[src/rtl/fm_router_pkg.sv]
// Shared personality encoding and fixed codes of the FM port router.
// Assumes byte-wide port data; the codes are widened by their users.
package fm_router_pkg;

    typedef enum logic [1:0] {
        MODE_SINGLE   = 2'd0,
        MODE_DUAL     = 2'd1,
        MODE_EXT      = 2'd2,
        MODE_EXT_CTRL = 2'd3
    } route_mode_e;

    localparam logic [7:0] KEY_UNLOCK   = 8'hFF;
    localparam logic [7:0] KEY_LOCK     = 8'hFE;
    localparam logic [7:0] IDX_BOARD    = 8'h00;
    localparam logic [7:0] IDX_VOL_L    = 8'h09;
    localparam logic [7:0] IDX_VOL_R    = 8'h0A;
    localparam logic [7:0] IDX_RELOC    = 8'h15;
    localparam logic [7:0] RD_BOARD     = 8'h70;
    localparam logic [7:0] RD_RELOC     = 8'h71;
    localparam logic [7:0] REG_MODESW   = 8'h05;
    localparam logic [7:0] REG_WAVE_LO  = 8'hE0;
    localparam logic [7:0] REG_PAN_LO   = 8'hC0;
    localparam logic [7:0] REG_PAN_HI   = 8'hC8;
    localparam logic [7:0] STAT_OR_BITS = 8'h06;

endpackage

[src/rtl/fm_addr_latch.sv]
// Register-address latches: one extended-width latch for the single and
// extended personalities, plus one per bank for the dual personality.
// Assumes ld is already cleared for address writes taken by the control set.
module fm_addr_latch
    import fm_router_pkg::*;
#(
    parameter int DATA_W = 8,
    parameter int OFF_W  = 4,
    parameter int NBANK  = 2
) (
    input  logic              clk,
    input  logic              rst_n,
    input  route_mode_e       mode,
    input  logic [OFF_W-1:0]  port_off,
    input  logic              ld,
    input  logic [DATA_W-1:0] din,
    output logic [DATA_W:0]   main_addr,
    output logic [DATA_W-1:0] bank_addr [NBANK]
);

    // Main latch: bit above the byte comes from offset bit 1 in extended modes.
    always_ff @(posedge clk) begin
        if (!rst_n)
            main_addr <= '0;
        else if (ld && mode != MODE_DUAL)
            main_addr <= {(mode != MODE_SINGLE) && port_off[1], din};
    end

    for (genvar b = 0; b < NBANK; b++) begin : g_bank
        // Per-bank latch: loaded when selected by offset bit 1 or broadcast.
        always_ff @(posedge clk) begin
            if (!rst_n)
                bank_addr[b] <= '0;
            else if (ld && mode == MODE_DUAL &&
                     (port_off[3] || (port_off[1] == 1'(b))))
                bank_addr[b] <= din;
        end
    end

endmodule

[src/rtl/fm_ctrl_regs.sv]
// Hidden control register set: lock state, index, two volume bytes and
// the read-back decode. Strobes arrive already qualified by mode and offset.
module fm_ctrl_regs
    import fm_router_pkg::*;
#(
    parameter int DATA_W = 8
) (
    input  logic              clk,
    input  logic              rst_n,
    input  logic              addr_stb,
    input  logic              data_stb,
    input  logic [DATA_W-1:0] din,
    output logic              unlocked,
    output logic              addr_take,
    output logic              data_take,
    output logic [DATA_W-1:0] vol_l,
    output logic [DATA_W-1:0] vol_r,
    output logic [DATA_W-1:0] rd_val
);

    logic [DATA_W-1:0] idx;

    // Magic values and unlocked index writes are consumed here.
    assign addr_take = addr_stb &&
                       (din == DATA_W'(KEY_UNLOCK) || din == DATA_W'(KEY_LOCK) || unlocked);
    assign data_take = data_stb && unlocked;

    // Lock state and index update.
    always_ff @(posedge clk) begin
        if (!rst_n) begin
            unlocked <= 1'b0;
            idx      <= '0;
        end else if (addr_stb) begin
            if (din == DATA_W'(KEY_UNLOCK))
                unlocked <= 1'b1;
            else if (din == DATA_W'(KEY_LOCK))
                unlocked <= 1'b0;
            else if (unlocked)
                idx <= din;
        end
    end

    // Volume bytes written through the data port while unlocked.
    always_ff @(posedge clk) begin
        if (!rst_n) begin
            vol_l <= '1;
            vol_r <= '1;
        end else if (data_take) begin
            if (idx == DATA_W'(IDX_VOL_L))
                vol_l <= din;
            else if (idx == DATA_W'(IDX_VOL_R))
                vol_r <= din;
        end
    end

    // Read-back decode of the current index.
    always_comb begin
        if (idx == DATA_W'(IDX_BOARD))
            rd_val = DATA_W'(RD_BOARD);
        else if (idx == DATA_W'(IDX_VOL_L))
            rd_val = vol_l;
        else if (idx == DATA_W'(IDX_VOL_R))
            rd_val = vol_r;
        else if (idx == DATA_W'(IDX_RELOC))
            rd_val = DATA_W'(RD_RELOC);
        else
            rd_val = '1;
    end

endmodule

[src/rtl/fm_bank_scrub.sv]
// Dual-personality value cleaner for one bank: drops mode-switch writes,
// clips waveform values and forces the side bits on channel-output registers.
module fm_bank_scrub
    import fm_router_pkg::*;
#(
    parameter int DATA_W  = 8,
    parameter int BANK_ID = 0
) (
    input  logic [DATA_W-1:0] reg_idx,
    input  logic [DATA_W-1:0] val_in,
    output logic              keep,
    output logic [DATA_W-1:0] val_out
);

    localparam logic [DATA_W-1:0] SIDE_BITS = (BANK_ID == 0) ? DATA_W'(8'h50) : DATA_W'(8'hA0);
    localparam logic [DATA_W-1:0] LOW2      = DATA_W'(8'h03);
    localparam logic [DATA_W-1:0] LOW4      = DATA_W'(8'h0F);

    assign keep = (reg_idx != DATA_W'(REG_MODESW));

    // Value rewrite by register range.
    always_comb begin
        if (reg_idx >= DATA_W'(REG_WAVE_LO))
            val_out = val_in & LOW2;
        else if (reg_idx >= DATA_W'(REG_PAN_LO) && reg_idx <= DATA_W'(REG_PAN_HI))
            val_out = (val_in & LOW4) | SIDE_BITS;
        else
            val_out = val_in;
    end

endmodule

[src/rtl/fm_port_router.sv]
// Top of the FM port router: decodes the port window, routes data writes
// to two registered bank lanes and muxes read data.
// Assumes single-cycle write strobes and mode changes only between accesses.
module fm_port_router
    import fm_router_pkg::*;
#(
    parameter int DATA_W = 8,
    parameter int OFF_W  = 4
) (
    input  logic              clk,
    input  logic              rst_n,
    input  logic [1:0]        mode_sel,
    input  logic [OFF_W-1:0]  port_off,
    input  logic              wr_en,
    input  logic [DATA_W-1:0] wr_data,
    input  logic [DATA_W-1:0] stat_a,
    input  logic [DATA_W-1:0] stat_b,
    output logic [DATA_W-1:0] rd_data,
    output logic              bank0_we,
    output logic [DATA_W:0]   bank0_addr,
    output logic [DATA_W-1:0] bank0_data,
    output logic              bank1_we,
    output logic [DATA_W:0]   bank1_addr,
    output logic [DATA_W-1:0] bank1_data,
    output logic [DATA_W-1:0] vol_left,
    output logic [DATA_W-1:0] vol_right
);

    localparam int NBANK = 2;
    localparam int REG_W = DATA_W + 1;
    localparam logic [OFF_W-1:0] OFF_CADDR = OFF_W'(2);
    localparam logic [OFF_W-1:0] OFF_CDATA = OFF_W'(3);

    route_mode_e       mode;
    logic              wr_addr, wr_val, ctrl_mode;
    logic              unlocked, addr_take, data_take;
    logic [DATA_W-1:0] ctrl_rd;
    logic [DATA_W:0]   main_addr;
    logic [DATA_W-1:0] bank_addr [NBANK];
    logic [NBANK-1:0]  keep, hit;
    logic [DATA_W-1:0] clean [NBANK];

    assign mode      = route_mode_e'(mode_sel);
    assign wr_addr   = wr_en && !port_off[0];
    assign wr_val    = wr_en &&  port_off[0];
    assign ctrl_mode = (mode == MODE_EXT_CTRL);

    fm_ctrl_regs #(.DATA_W(DATA_W)) i_ctrl (
        .clk       (clk),
        .rst_n     (rst_n),
        .addr_stb  (wr_addr && ctrl_mode && port_off == OFF_CADDR),
        .data_stb  (wr_val  && ctrl_mode && port_off == OFF_CDATA),
        .din       (wr_data),
        .unlocked  (unlocked),
        .addr_take (addr_take),
        .data_take (data_take),
        .vol_l     (vol_left),
        .vol_r     (vol_right),
        .rd_val    (ctrl_rd)
    );

    fm_addr_latch #(.DATA_W(DATA_W), .OFF_W(OFF_W), .NBANK(NBANK)) i_latch (
        .clk       (clk),
        .rst_n     (rst_n),
        .mode      (mode),
        .port_off  (port_off),
        .ld        (wr_addr && !addr_take),
        .din       (wr_data),
        .main_addr (main_addr),
        .bank_addr (bank_addr)
    );

    for (genvar b = 0; b < NBANK; b++) begin : g_scrub
        assign hit[b] = port_off[3] || (port_off[1] == 1'(b));
        fm_bank_scrub #(.DATA_W(DATA_W), .BANK_ID(b)) i_scrub (
            .reg_idx (bank_addr[b]),
            .val_in  (wr_data),
            .keep    (keep[b]),
            .val_out (clean[b])
        );
    end

    // Lane registers: one cycle from data strobe to bank write.
    always_ff @(posedge clk) begin
        if (!rst_n) begin
            bank0_we   <= 1'b0;
            bank0_addr <= '0;
            bank0_data <= '0;
            bank1_we   <= 1'b0;
            bank1_addr <= '0;
            bank1_data <= '0;
        end else if (mode == MODE_DUAL) begin
            bank0_we   <= wr_val && hit[0] && keep[0];
            bank0_addr <= {1'b0, bank_addr[0]};
            bank0_data <= clean[0];
            bank1_we   <= wr_val && hit[1] && keep[1];
            bank1_addr <= {1'b1, bank_addr[1]};
            bank1_data <= clean[1];
        end else begin
            bank0_we   <= wr_val && !data_take;
            bank0_addr <= (mode == MODE_SINGLE) ? {1'b0, main_addr[DATA_W-1:0]} : main_addr;
            bank0_data <= wr_data;
            bank1_we   <= 1'b0;
        end
    end

    // Read mux by personality and offset.
    always_comb begin
        rd_data = '1;
        unique case (mode)
            MODE_SINGLE:
                if (port_off[1:0] == 2'b00) rd_data = stat_a | DATA_W'(STAT_OR_BITS);
            MODE_DUAL:
                if (!port_off[0])
                    rd_data = (port_off[1] ? stat_b : stat_a) | DATA_W'(STAT_OR_BITS);
            default: begin
                if (ctrl_mode && unlocked && port_off == OFF_CADDR)
                    rd_data = '0;
                else if (ctrl_mode && unlocked && port_off == OFF_CDATA)
                    rd_data = ctrl_rd;
                else if (port_off[1:0] == 2'b00)
                    rd_data = stat_a;
            end
        endcase
    end

    logic unused_ok;
    assign unused_ok = &{1'b0, REG_W[0]};

endmodule

[config.mk]
export PLATFORM = sky130hd
export DESIGN_NAME = fm_port_router
export DESIGN_NICKNAME = d
export VERILOG_FILES = /design/src/rtl/fm_router_pkg.sv /design/src/rtl/fm_addr_latch.sv /design/src/rtl/fm_ctrl_regs.sv /design/src/rtl/fm_bank_scrub.sv /design/src/rtl/fm_port_router.sv
export SDC_FILE = /design/constraint.sdc
export NUM_CORES = 1
export LEC_CHECK = 0
export BUFFER_PORTS_ARGS = -buffer_cell sky130_fd_sc_hd__buf_4
export CORE_MARGIN = 3
export CORE_UTILIZATION = 50
export DETAILED_ROUTE_END_ITERATION = 10
export GPL_ROUTABILITY_DRIVEN = 0
export PLACE_DENSITY = 0.78
export SLEW_MARGIN = 5
export SYNTH_ARGS = -nofsm -noshare
export SYNTH_HDL_FRONTEND = slang
export SYNTH_HIERARCHICAL = 1
export SYNTH_SLANG_ARGS = --single-unit
[constraint.sdc]
create_clock -name clk -period 6.2 [get_ports clk]
set_input_delay 1.24 -clock clk [delete_from_list [all_inputs] [get_ports clk]]
set_output_delay 1.24 -clock clk [all_outputs]
set_load 0.1 [all_outputs]
Word level (Yosys, flattened, before mapping)
Cells that the tools add are included.
{ "op_classes": {"order_cmp": 6, "bitwise": 5, "n_reduce_logical": 42, "n_mux": 20, "n_eq_ne": 12} }
{ "op_table": {"columns": ["cell", "n"], "rows": [
  ["$mux 8", 16],
  ["$ge 8x8->1 const B", 4],
  ["$logic_and 1x1->1", 24],
  ["$eq 8x4->1 const B", 2],
  ["$eq 8x8->1 const B", 2],
  ["$le 8x8->1 const B", 2],
  ["$ne 8x3->1 const B", 2],
  ["$pmux 8 s2", 1],
  ["$eq 4x2->1 const B", 2],
  ["$eq 8x5->1 const B", 1],
  ["$logic_not 8->1", 1],
  ["$reduce_and 2->1", 3],
  ["$not 1->1", 5],
  ["$logic_not 2->1", 2],
  ["$logic_or 1x1->1", 4],
  ["$reduce_and 4->1", 1],
  ["$reduce_bool 2->1", 2],
  ["$logic_not 1->1", 3],
  ["$mux 1", 3],
  ["$reduce_and 3->1", 1],
  ["$reduce_or 3->1", 1],
  ["$eq 2x1->1 const B", 1],
  ["$eq 2x2->1 const B", 1],
  ["$ne 2x1->1 const B", 1]
]} }
{ "totals": {"regBits": 86, "in_bits": 33} }

Longest topological paths before layout
Gate-level depths: netlist (run 1).
{ "depth": {"depth_word": 9, "depth_mapped": 10, "ltp_nobuf": 8} }

Modules after synthesis
Netlist (run 1), hierarchy kept.
{ "by_module_without_submodules": {"columns": ["module", "seq_area_each_um2", "area_per_inst_um2", "n_inst", "cells_per_inst"], "rows": [
  ["fm_port_router", 720.7, 1387.6, 1, 131],
  ["fm_ctrl_regs", 500.5, 1238.7, 1, 132],
  ["fm_addr_latch", 500.5, 996.0, 1, 106],
  ["fm_bank_scrub", 0.0, 116.4, 2, 16]
]} }

Worst setup path after synthesis (run 1)
OpenSTA, ideal clock, no wires.
{ "synth_path": {"path_kind": "input-to-output", "startpoint": "input port port_off[3]", "endpoint": "output port rd_data[6]", "required_ns": 4.960, "setup_slack_ns": 1.068, "arrival_ns": 3.892, "n_path_buf": 1, "cell_stages": 4, "path_cell_list": "nand2b_1 clkbuf_1 nor2_2 o21ai_0"} }
{ "synth_between": {"elab_chain_len": 5, "elab_cells_between_ends": 7, "cone_classes": "2 x eq/ne; 3 x mux; 2 x reduce/logical"} }
{ "synth_rtl": {"columns": ["item", "line_no", "rtl"], "rows": [
  ["from (decl)", "fm_port_router.sv:13", "input logic [OFF_W-1:0] port_off,"],
  ["$eq 4x2->1", "fm_port_router.sv:119", "else if (ctrl_mode && unlocked && port_off == OFF_CDATA)"],
  ["$logic_and 1x1->1", "fm_port_router.sv:119", null],
  ["$mux 8", "fm_port_router.sv:119", null],
  ["$mux 8 (*)", "fm_port_router.sv:117", "if (ctrl_mode && unlocked && port_off == OFF_CADDR)"],
  ["$pmux 8 s2 (*)", "fm_port_router.sv:110", "unique case (mode)"],
  ["to (decl)", "fm_port_router.sv:18", "output logic [DATA_W-1:0] rd_data,"]
]} }
Mark *: on every way between the ends. The rest lies on a longest branch, timed or not.

Final worst setup path (run 1)
{ "layout_path": {"startpoint": "register i_ctrl.idx[3]", "endpoint": "output port rd_data[1]"} }
{ "layout_between": {"elab_chain_len": 8, "elab_cells_between_ends": 11, "cone_classes": "3 x eq/ne; 7 x mux; 1 x reduce/logical"} }
{ "layout_rtl": {"columns": ["item", "line_no", "rtl"], "rows": [
  ["from (decl)", "fm_ctrl_regs.sv:21", "logic [DATA_W-1:0] idx;"],
  ["from (signal assigned)", "fm_ctrl_regs.sv:39", "idx <= din;"],
  ["$eq 8x5->1", "fm_ctrl_regs.sv:64", "else if (idx == DATA_W'(IDX_RELOC))"],
  ["$mux 8", "fm_ctrl_regs.sv:64", null],
  ["$mux 8", "fm_ctrl_regs.sv:62", "else if (idx == DATA_W'(IDX_VOL_R))"],
  ["$mux 8", "fm_ctrl_regs.sv:60", "else if (idx == DATA_W'(IDX_VOL_L))"],
  ["$mux 8 (*)", "fm_ctrl_regs.sv:58", "if (idx == DATA_W'(IDX_BOARD))"],
  ["named net ctrl_rd[1]", "fm_port_router.sv:37", "logic [DATA_W-1:0] ctrl_rd;"],
  ["$mux 8 (*)", "fm_port_router.sv:119", null],
  ["$mux 8 (*)", "fm_port_router.sv:117", null],
  ["$pmux 8 s2 (*)", "fm_port_router.sv:110", null]
]} }
Mark *: on every way through the listed nets, which the timed path passes. The rest lies on a longest branch.

==> reports/qor.csv, run 1 <==
stage,metric,value,unit
placed_design,input/output buffers,90,
layout,# fillers,634,
sta,Pins Over Slew Limit,0,
clock_tree,CTS resizes,0,
synth,Synth cell types,47,
power,Pwr Density,253,mW/mm^2
hold_path,critical hold path startpoint,i_ctrl/idx[5]$_SDFFE_PN0P_,
worst_setup_path,CP Class,flop to primary output,
placed_design,area post-placement,0.00443,sq mm
grt,first-pass GRT wire length,15800,um
sta,final setup TNS,0,ps
die,die area,0.00880,sq mm
die,core area,0.00737,sq mm
synth,synthesized flop and latch total,86,
worst_setup_path,Reg2Reg Depth,6,
sta,RSZ-0062 raised after global routing,false,
synth,most frequent cell after synthesis,dfxtp_1,
clock_tree,Root Buffer Master,clkbuf_8,
worst_setup_path,Worst path slowest cell,or4b_1,
route,wire length per cell,17.7,um
synth,Synth top cells by count,"dfxtp_1, nand2_1, a22o_1",
sta,Fin. Hold Viols,0,
synth,post-synth top area cell,dfxtp_1,
route,DR vias,3402,
die,die height,93.8,um
die,row count,31,
synth,Syn Nets,434,
hold_path,HP Class,flop to flop,
synth,Syn. warnings,6,
worst_setup_path,startpoint types,flop,
die,die width,93.8,um
clock_tree,clock tree buffer depth,2,
layout,Area Growth Syn to Fin,20.4,%
layout,Final Cell Area,0.00464,sq mm
worst_setup_path,"Arr. time, crit path",3160,ps
power,Tot Pwr,1.17,mW
synth,synthesized area per cell,9.61,sq um
sta,normalized max-slew margin,19.8,%
clock_tree,CTS tree,done,
sta,post-layout min period,4400,ps
synth,area fraction of the dominant cell type after synthesis,44.7,%
grt,vias in the first global route,3076,
sta,clock skew,15.3,ps
synth,Synth Flop Type,dfxtp_1,
status,status,completed,
synth,number of synthesized flops with an enable pin,0,
sta,final setup fails,0,
route,Routed WL,10100,um
synth,"top cells by area, synth","dfxtp_1, a22o_1, mux2i_1",
hold_path,hold path depth,2,
placed_design,Inst Count DP,554,
synth,Mapped Cells,401,
worst_setup_path,worst-path maximum fanout,20,
layout,fin nets,499,
sta,Worst Max-Slew Pin Slew,1200,ps
grt,residual overflow from global routing,0,
clock_tree,clock sinks,86,
grt,GRT Resource Usage Total,22.9,%
clock_tree,# H-tree levels,3,
worst_setup_path,Worst Setup SP,i_ctrl/idx[3]$_SDFFE_PN0P_,
route,1st-iter DRT viols,197,
route,antenna-violating nets left,0,
layout,antenna cells,0,
sta,Max Fclk,227,MHz
synth,Post-Syn Area,0.00385,sq mm
die,I/O pin total,93,
job,max_cap viols,0,
sta,period utilization,70.9,%
die,Starting Density,52.3,%
clock_tree,cts hold-fix bufs,0,
synth,"Async S/R FF share, synth",0,%
route,DR pass1 iterations,5,
layout,Non-Filler Instances,570,
worst_setup_path,R2R Path Start,i_ctrl/unlocked$_SDFFE_PN0P_,
placed_design,HPWL Detailed,6800,um
power,Peak VDD IR,0.111,mV
worst_setup_path,Critical Path RT,4960,ps
route,Via density,5.97,
grt,antenna violations before repair,0,
grt,largest net degree at the start of global routing,60,
power,Leakage,1.82,nW
synth,sequential area share after synthesis,44.7,%
clock_tree,number of setup buffers added after CTS,0,
worst_setup_path,crit-path cells,"or3b_1, or4b_1, o221a_2, o31ai_1, o21ai_1, buf_4",
clock_tree,TritonCTS Buffers,9,
worst_setup_path,Critical Path Max Stage Delay,720,ps
clock_tree,Worst-Skew Late Latency,370,ps
layout,share of cells above drive strength 1,25.9,%
clock_tree,Worst-path clk slew,100,ps
worst_setup_path,Critical Path End Type,primary output,
route,DRC viols,0,
worst paths after layout:
| path | to | slack (ps) |
|---|---|---|
| min | i_ctrl/idx[5]$_SDFFE_PN0P_ | 460 |
| max reg2reg | i_latch/bank_addr[4]$_SDFFE_PN0P_ | 3950 |
| max | rd_data[1] | 1800 |
| min reg2reg | i_ctrl/idx[5]$_SDFFE_PN0P_ | 460 |
cells in the final DEF, fill, tap and decap left out, types with 4 or more instances in the layout:
cell type | synthesis | routed
o21ai_1 | 6 | 6
nor2_1 | 9 | 9
mux2i_1 | 21 | 21
o31ai_1 | 16 | 16
a22o_1 | 32 | 32
o211ai_1 | 17 | 17
a21oi_1 | 12 | 12
nand2_1 | 39 | 39
nand2b_1 | 12 | 12
nor4b_1 | 4 | 4
o21ai_0 | 12 | 12
and2_1 | 8 | 8
dfxtp_1 | 86 | 86
o22ai_1 | 6 | 6
o221a_2 | 8 | 8
clkbuf_8 | 0 | 9
o41ai_1 | 8 | 8
inv_1 | 9 | 9
inv_6 | 0 | 4
nand3_1 | 14 | 14
buf_4 | 4 | 90
o21a_1 | 5 | 5
or3_1 | 5 | 5
routing by layer:
| metal | routed length, um | share of wire [%] | track usage, % | vias to the layer above |
|---|---|---|---|---|
| met1 | 4410 | 44 | 30.3 | 1631 |
| met5 | 0 | 0 | 0 | - |
| met3 | 562 | 5.6 | 3.04 | 15 |
| li1 | - | - | - | 1634 |
| met4 | 170 | 1.7 | 9.03 | 0 |
| met2 | 4920 | 49 | 37.7 | 122 |
critical path, delay by kind of cell (launching register included):
family          cells  cell delay [ps]
buf+inv             1              250
flops               1              420
compound gates      3              740
simple gates        2             1390
state kept, by name, summed over array words and instances, names as in the netlist:
signal and flops:
bank1_we 1, i_ctrl/unlocked 1, i_latch/main_addr 9, bank1_addr 9, i_ctrl/idx 8, bank0_data 8, i_latch/bank_addr 16, bank0_we 1
bank1_data 8, i_ctrl/vol_r 8, bank0_addr 9, i_ctrl/vol_l 8
kinds of logic after synthesis:
family / Yosys count / share of synthesized area, %
AO/OA/AOI/OAI: 133 / 26.3
AND/OR/NAND/NOR: 114 / 16.7
flip-flops: 86 / 44.7
multiplexers: 21 / 5.45
buffers and inverters: 47 / 6.91
area by class of cell:
type	instances	area [sq um]	share of cell area [%]
multi-input cells	268	1870	40.2
flip-flops and latches	86	1720	37.1
repair buffers	90	676	14.6
clock buffers	9	124	2.67
well taps	99	124	2.67
clock inverters	7	83.8	1.81
inverters	11	43.8	0.944
report_power, final:
group	switching (mW)	total [mW]	internal, mW
combinational	0.135	0.182	0.0474
sequential	0.00741	0.572	0.565
clock	0.225	0.420	0.195
stage by stage:
stage               worst slack (ps)  util (%)  hold WS (ps)
floorplan                       1070         -           430
global placement                2270      60.1           440
detailed placement              2270      60.1           455
CTS                             1850      63.0           470
global route                    1680      63.0           495
finish                          1800      63.0           463
Power figures use the tool's default switching activity.
==> run 2, diff against run 1 <==
--- a/config.mk
+++ b/config.mk
@@ -5,6 +5,7 @@
 export SDC_FILE = /design/constraint.sdc
 export NUM_CORES = 1
 export LEC_CHECK = 0
+export ABC_AREA = 1
 export BUFFER_PORTS_ARGS = -buffer_cell sky130_fd_sc_hd__buf_4
 export CORE_MARGIN = 3
 export CORE_UTILIZATION = 50
==> constraint.sdc (replaced) <==
create_clock -name clk -period 4.4 [get_ports clk]
set_input_delay 0.88 -clock clk [delete_from_list [all_inputs] [get_ports clk]]
set_output_delay 0.88 -clock clk [all_outputs]
set_load 0.1 [all_outputs]
==> run 2 against run 1 <==
Effect of this change:
- non-clock buffer count stayed put
- die area rose by 5.9%
- flip-flop and latch count did not move
- cell count rose by 33%
- core utilization fell by 0.44 points
- wire length hardly changed
- critical path depth is 3 higher
- setup slack got worse by 360 ps
- worst hold slack lost 15 ps
- highest routed layer unchanged
==> reports/qor.csv, run 2 <==
stage,metric,value,unit,change
status,status,completed,,unchanged
synth,post-synth top area cell,dfxtp_1,,unchanged
die,I/O pin total,93,,unchanged
synth,"Async S/R FF share, synth",0,%,unchanged
synth,most frequent cell after synthesis,nand2_1,,was dfxtp_1
route,DR vias,3888,,"was 3,402"
clock_tree,number of setup buffers added after CTS,0,,unchanged
clock_tree,Worst-path clk slew,90,ps,was 100 ps
sta,Pins Over Slew Limit,0,,unchanged
sta,Worst Max-Slew Pin Slew,618,ps,was 1200 ps
layout,share of cells above drive strength 1,21.6,%,was 25.9%
clock_tree,Worst-Skew Late Latency,350,ps,was 370 ps
synth,XOR/XNOR Fraction of Synth Area,0,%,unchanged
synth,Syn. warnings,6,,unchanged
grt,largest net degree at the start of global routing,54,,was 60
clock_tree,cts hold-fix bufs,0,,unchanged
worst_setup_path,Critical Path RT,3520,ps,was 4960 ps
sta,clock skew,13.6,ps,was 15.3 ps
synth,Synth cell types,32,,was 47
grt,first-pass GRT wire length,16400,um,"was 15,800 um"
die,row count,32,,was 31
route,DR pass1 iterations,5,,unchanged
synth,number of synthesized flops with an enable pin,0,,unchanged
layout,max FFs per register,16,,unchanged
sta,final setup TNS,0,ps,unchanged
route,Routed WL,10100,um,about the same
worst_setup_path,R2R Path Start,i_ctrl/unlocked$_SDFFE_PN0P_,,unchanged
layout,Area Growth Syn to Fin,19.8,%,was 20.4%
worst_setup_path,Worst Setup SP,port_off[1],,was i_ctrl/idx[3]$_SDFFE_PN0P_
sta,final setup fails,0,,unchanged
synth,synthesized flop and latch total,86,,unchanged
route,antenna-violating nets left,0,,unchanged
grt,GRT Resource Usage Total,22.4,%,was 22.9%
clock_tree,CTS tree,done,,unchanged
clock_tree,clock tree buffer depth,2,,unchanged
sta,post-layout min period,2960,ps,
layout,fin nets,682,,was 499
route,1st-iter DRT viols,244,,was 197
synth,Mapped Cells,568,,was 401
placed_design,input/output buffers,90,,unchanged
synth,post-synthesis compound-gate area fraction,10.5,%,was 26.3%
power,Pwr Density,331,mW/mm^2,was 253 mW/mm^2
route,DRC viols,0,,unchanged
sta,period utilization,67.2,%,
sta,Max Fclk,338,MHz,
synth,sequential area share after synthesis,42.0,%,was 44.7%
clock_tree,clock sinks,86,,unchanged
synth,Synth Area in Adders,0,%,unchanged
worst_setup_path,R2R setup slack,2460,ps,was 3950 ps
layout,"commonest non-fill, non-tap cell in the layout",nand2_1,,was buf_4
die,Starting Density,52.2,%,was 52.3%
job,max_cap viols,0,,unchanged
die,die height,96.5,um,was 93.8 um
die,die area,0.00932,sq mm,was 0.00880 sq mm
worst_setup_path,crit-path cells,"buf_4, inv_1, nor2_4, nand2_1, nor2_1, nor2_1, nand3_1, nand2_1, buf_4",,"was or3b_1, or4b_1, o221a_2, o31ai_1, o21ai_1, buf_4"
worst_setup_path,Reg2Reg Depth,8,,was 6
placed_design,Inst Count DP,740,,was 554
sta,RSZ-0062 raised after global routing,false,,unchanged
worst_setup_path,reg2reg end,i_latch/bank_addr[2]$_SDFFE_PN0P_,,was i_latch/bank_addr[4]$_SDFFE_PN0P_
worst_setup_path,Worst path slowest cell,buf_4,,was or4b_1
synth,main combinational cell family by area after synthesis,simple AND/OR/NAND/NOR gates,,was compound AO/OA/AOI/OAI gates
layout,Util after Layout,62.5,%,was 63.0%
sta,Fin. Hold Viols,0,,unchanged
layout,Non-Filler Instances,756,,was 570
route,wire length per cell,13.3,um,was 17.7 um
power,Peak VDD IR,0.216,mV,was 0.111 mV
worst_setup_path,worst-path maximum fanout,7,,was 20
placed_design,HPWL Detailed,7140,um,was 6800 um
die,core area,0.00785,sq mm,was 0.00737 sq mm
layout,storage element area,0.00172,sq mm,unchanged
route,Via density,5.14,,was 5.97
synth,post-synthesis simple-gate area fraction,36.6,%,was 16.7%
worst_setup_path,Critical Path End Type,primary output,,unchanged
grt,antenna violations before repair,0,,unchanged
power,Leakage,2.50,nW,was 1.82 nW
synth,post-synthesis mux area share,0,%,was 5.45%
clock_tree,# H-tree levels,3,,unchanged
worst_setup_path,CP Class,input port to primary output,,was flop to primary output
layout,# fillers,724,,was 634
clock_tree,Root Buffer Master,clkbuf_8,,unchanged
worst_setup_path,startpoint types,input port,,was flop
grt,residual overflow from global routing,0,,unchanged
sta,normalized max-slew margin,58.8,%,was 19.8%
worst_setup_path,Critical Path Sink,rd_data[5],,was rd_data[1]
synth,area fraction of the dominant cell type after synthesis,42.0,%,was 44.7%
layout,Top reg by flops,i_latch/bank_addr,,unchanged
layout,antenna cells,0,,unchanged
clock_tree,CTS resizes,0,,unchanged
die,die width,96.5,um,was 93.8 um
layout,Multi-input gate area,0.00193,sq mm,was 0.00187 sq mm
sta,hold slack final,448,ps,was 463 ps
clock_tree,TritonCTS Buffers,9,,unchanged
synth,Synth top cells by count,"nand2_1, nor2_1, dfxtp_1",,"was dfxtp_1, nand2_1, a22o_1"
synth,Post-Syn Area,0.00410,sq mm,was 0.00385 sq mm
layout,"commonest non-fill, non-tap cells in the layout","nand2_1, nor2_1, buf_4, dfxtp_1, inv_1",,"was buf_4, dfxtp_1, nand2_1, a22o_1, mux2i_1"
hold_path,HP Class,flop to flop,,unchanged
worst_setup_path,Critical Path Max Stage Delay,290,ps,was 720 ps
power,Tot Pwr,1.63,mW,was 1.17 mW
synth,synthesized area per cell,7.21,sq um,was 9.61 sq um
synth,Synth Flop Type,dfxtp_1,,unchanged
synth,Syn Nets,601,,was 434
synth,"top cells by area, synth","dfxtp_1, nand2_1, nor2_1",,"was dfxtp_1, a22o_1, mux2i_1"
worst_setup_path,"Arr. time, crit path",2080,ps,was 3160 ps
grt,vias in the first global route,3476,,"was 3,076"
==> run 2: where the power goes <==
group / switching (mW) / internal (mW)
Clock: 0.298 / 0.213
Combinational: 0.227 / 0.0750
Sequential: 0.0125 / 0.801
Total: 0.537 / 1.09
==> run 2: cell type report <==
cell class                      instances  share of cell area (%)
Timing Repair Buffer                   90                    13.8
Inverter                               71                    5.53
Clock inverter                          7                    1.15
Tap cell                              102                    2.60
Sequential cell                        86                    35.1
Clock buffer                            9                    2.52
Multi-Input combinational cell        391                    39.3
==> run 2: through the flow <==
stage               setup slack [ps]  cell area [sq um]
floorplan                        104               4100
global placement                1450               4730
detailed placement              1450               4730
CTS                             1450               4910
global route                    1290               4910
finish                          1440               4910
==> run 2: cells by family (layout without fill, tap and decap cells) <==
logic type | count (synthesis) | after routing
compound gates | 60 | 60
simple gates | 331 | 331
flops | 86 | 86
buf+inv | 91 | 177
==> run 2: worst min-delay path by stage <==
stage                                      start                  endpoint  slack, ps  cells after the start
5_1_grt        i_latch/main_addr[8]$_SDFFE_PN0P_  bank0_addr[8]$_SDFF_PP0_        470                      2
6_report       i_latch/main_addr[8]$_SDFFE_PN0P_  bank0_addr[8]$_SDFF_PP0_        450                      2
2_1_floorplan  i_latch/main_addr[8]$_SDFFE_PN0P_  bank0_addr[8]$_SDFF_PP0_        420                      2
3_5_place_dp   i_latch/main_addr[8]$_SDFFE_PN0P_  bank0_addr[8]$_SDFF_PP0_        430                      2
3_3_place_gp   i_latch/main_addr[8]$_SDFFE_PN0P_  bank0_addr[8]$_SDFF_PP0_        430                      2
4_1_cts        i_latch/main_addr[8]$_SDFFE_PN0P_  bank0_addr[8]$_SDFF_PP0_        450                      2
==> run 2: routing by layer <==
metal  part of all wire, %  GRT usage [%]  up-vias  wire length [um]
met4                   2.8           10.6        0               282
met5                     0              0        -                 0
met1                    46           31.1     1735              4620
met3                   8.3           3.72       25               838
li1                      -              -     1963                 -
met2                    43           34.0      165              4340
==> run 2: worst max-delay path, delay by kind of cell <==
family                 cells  cell delay [ps]
buffers and inverters      3              550
and+or+nand+nor            6              640
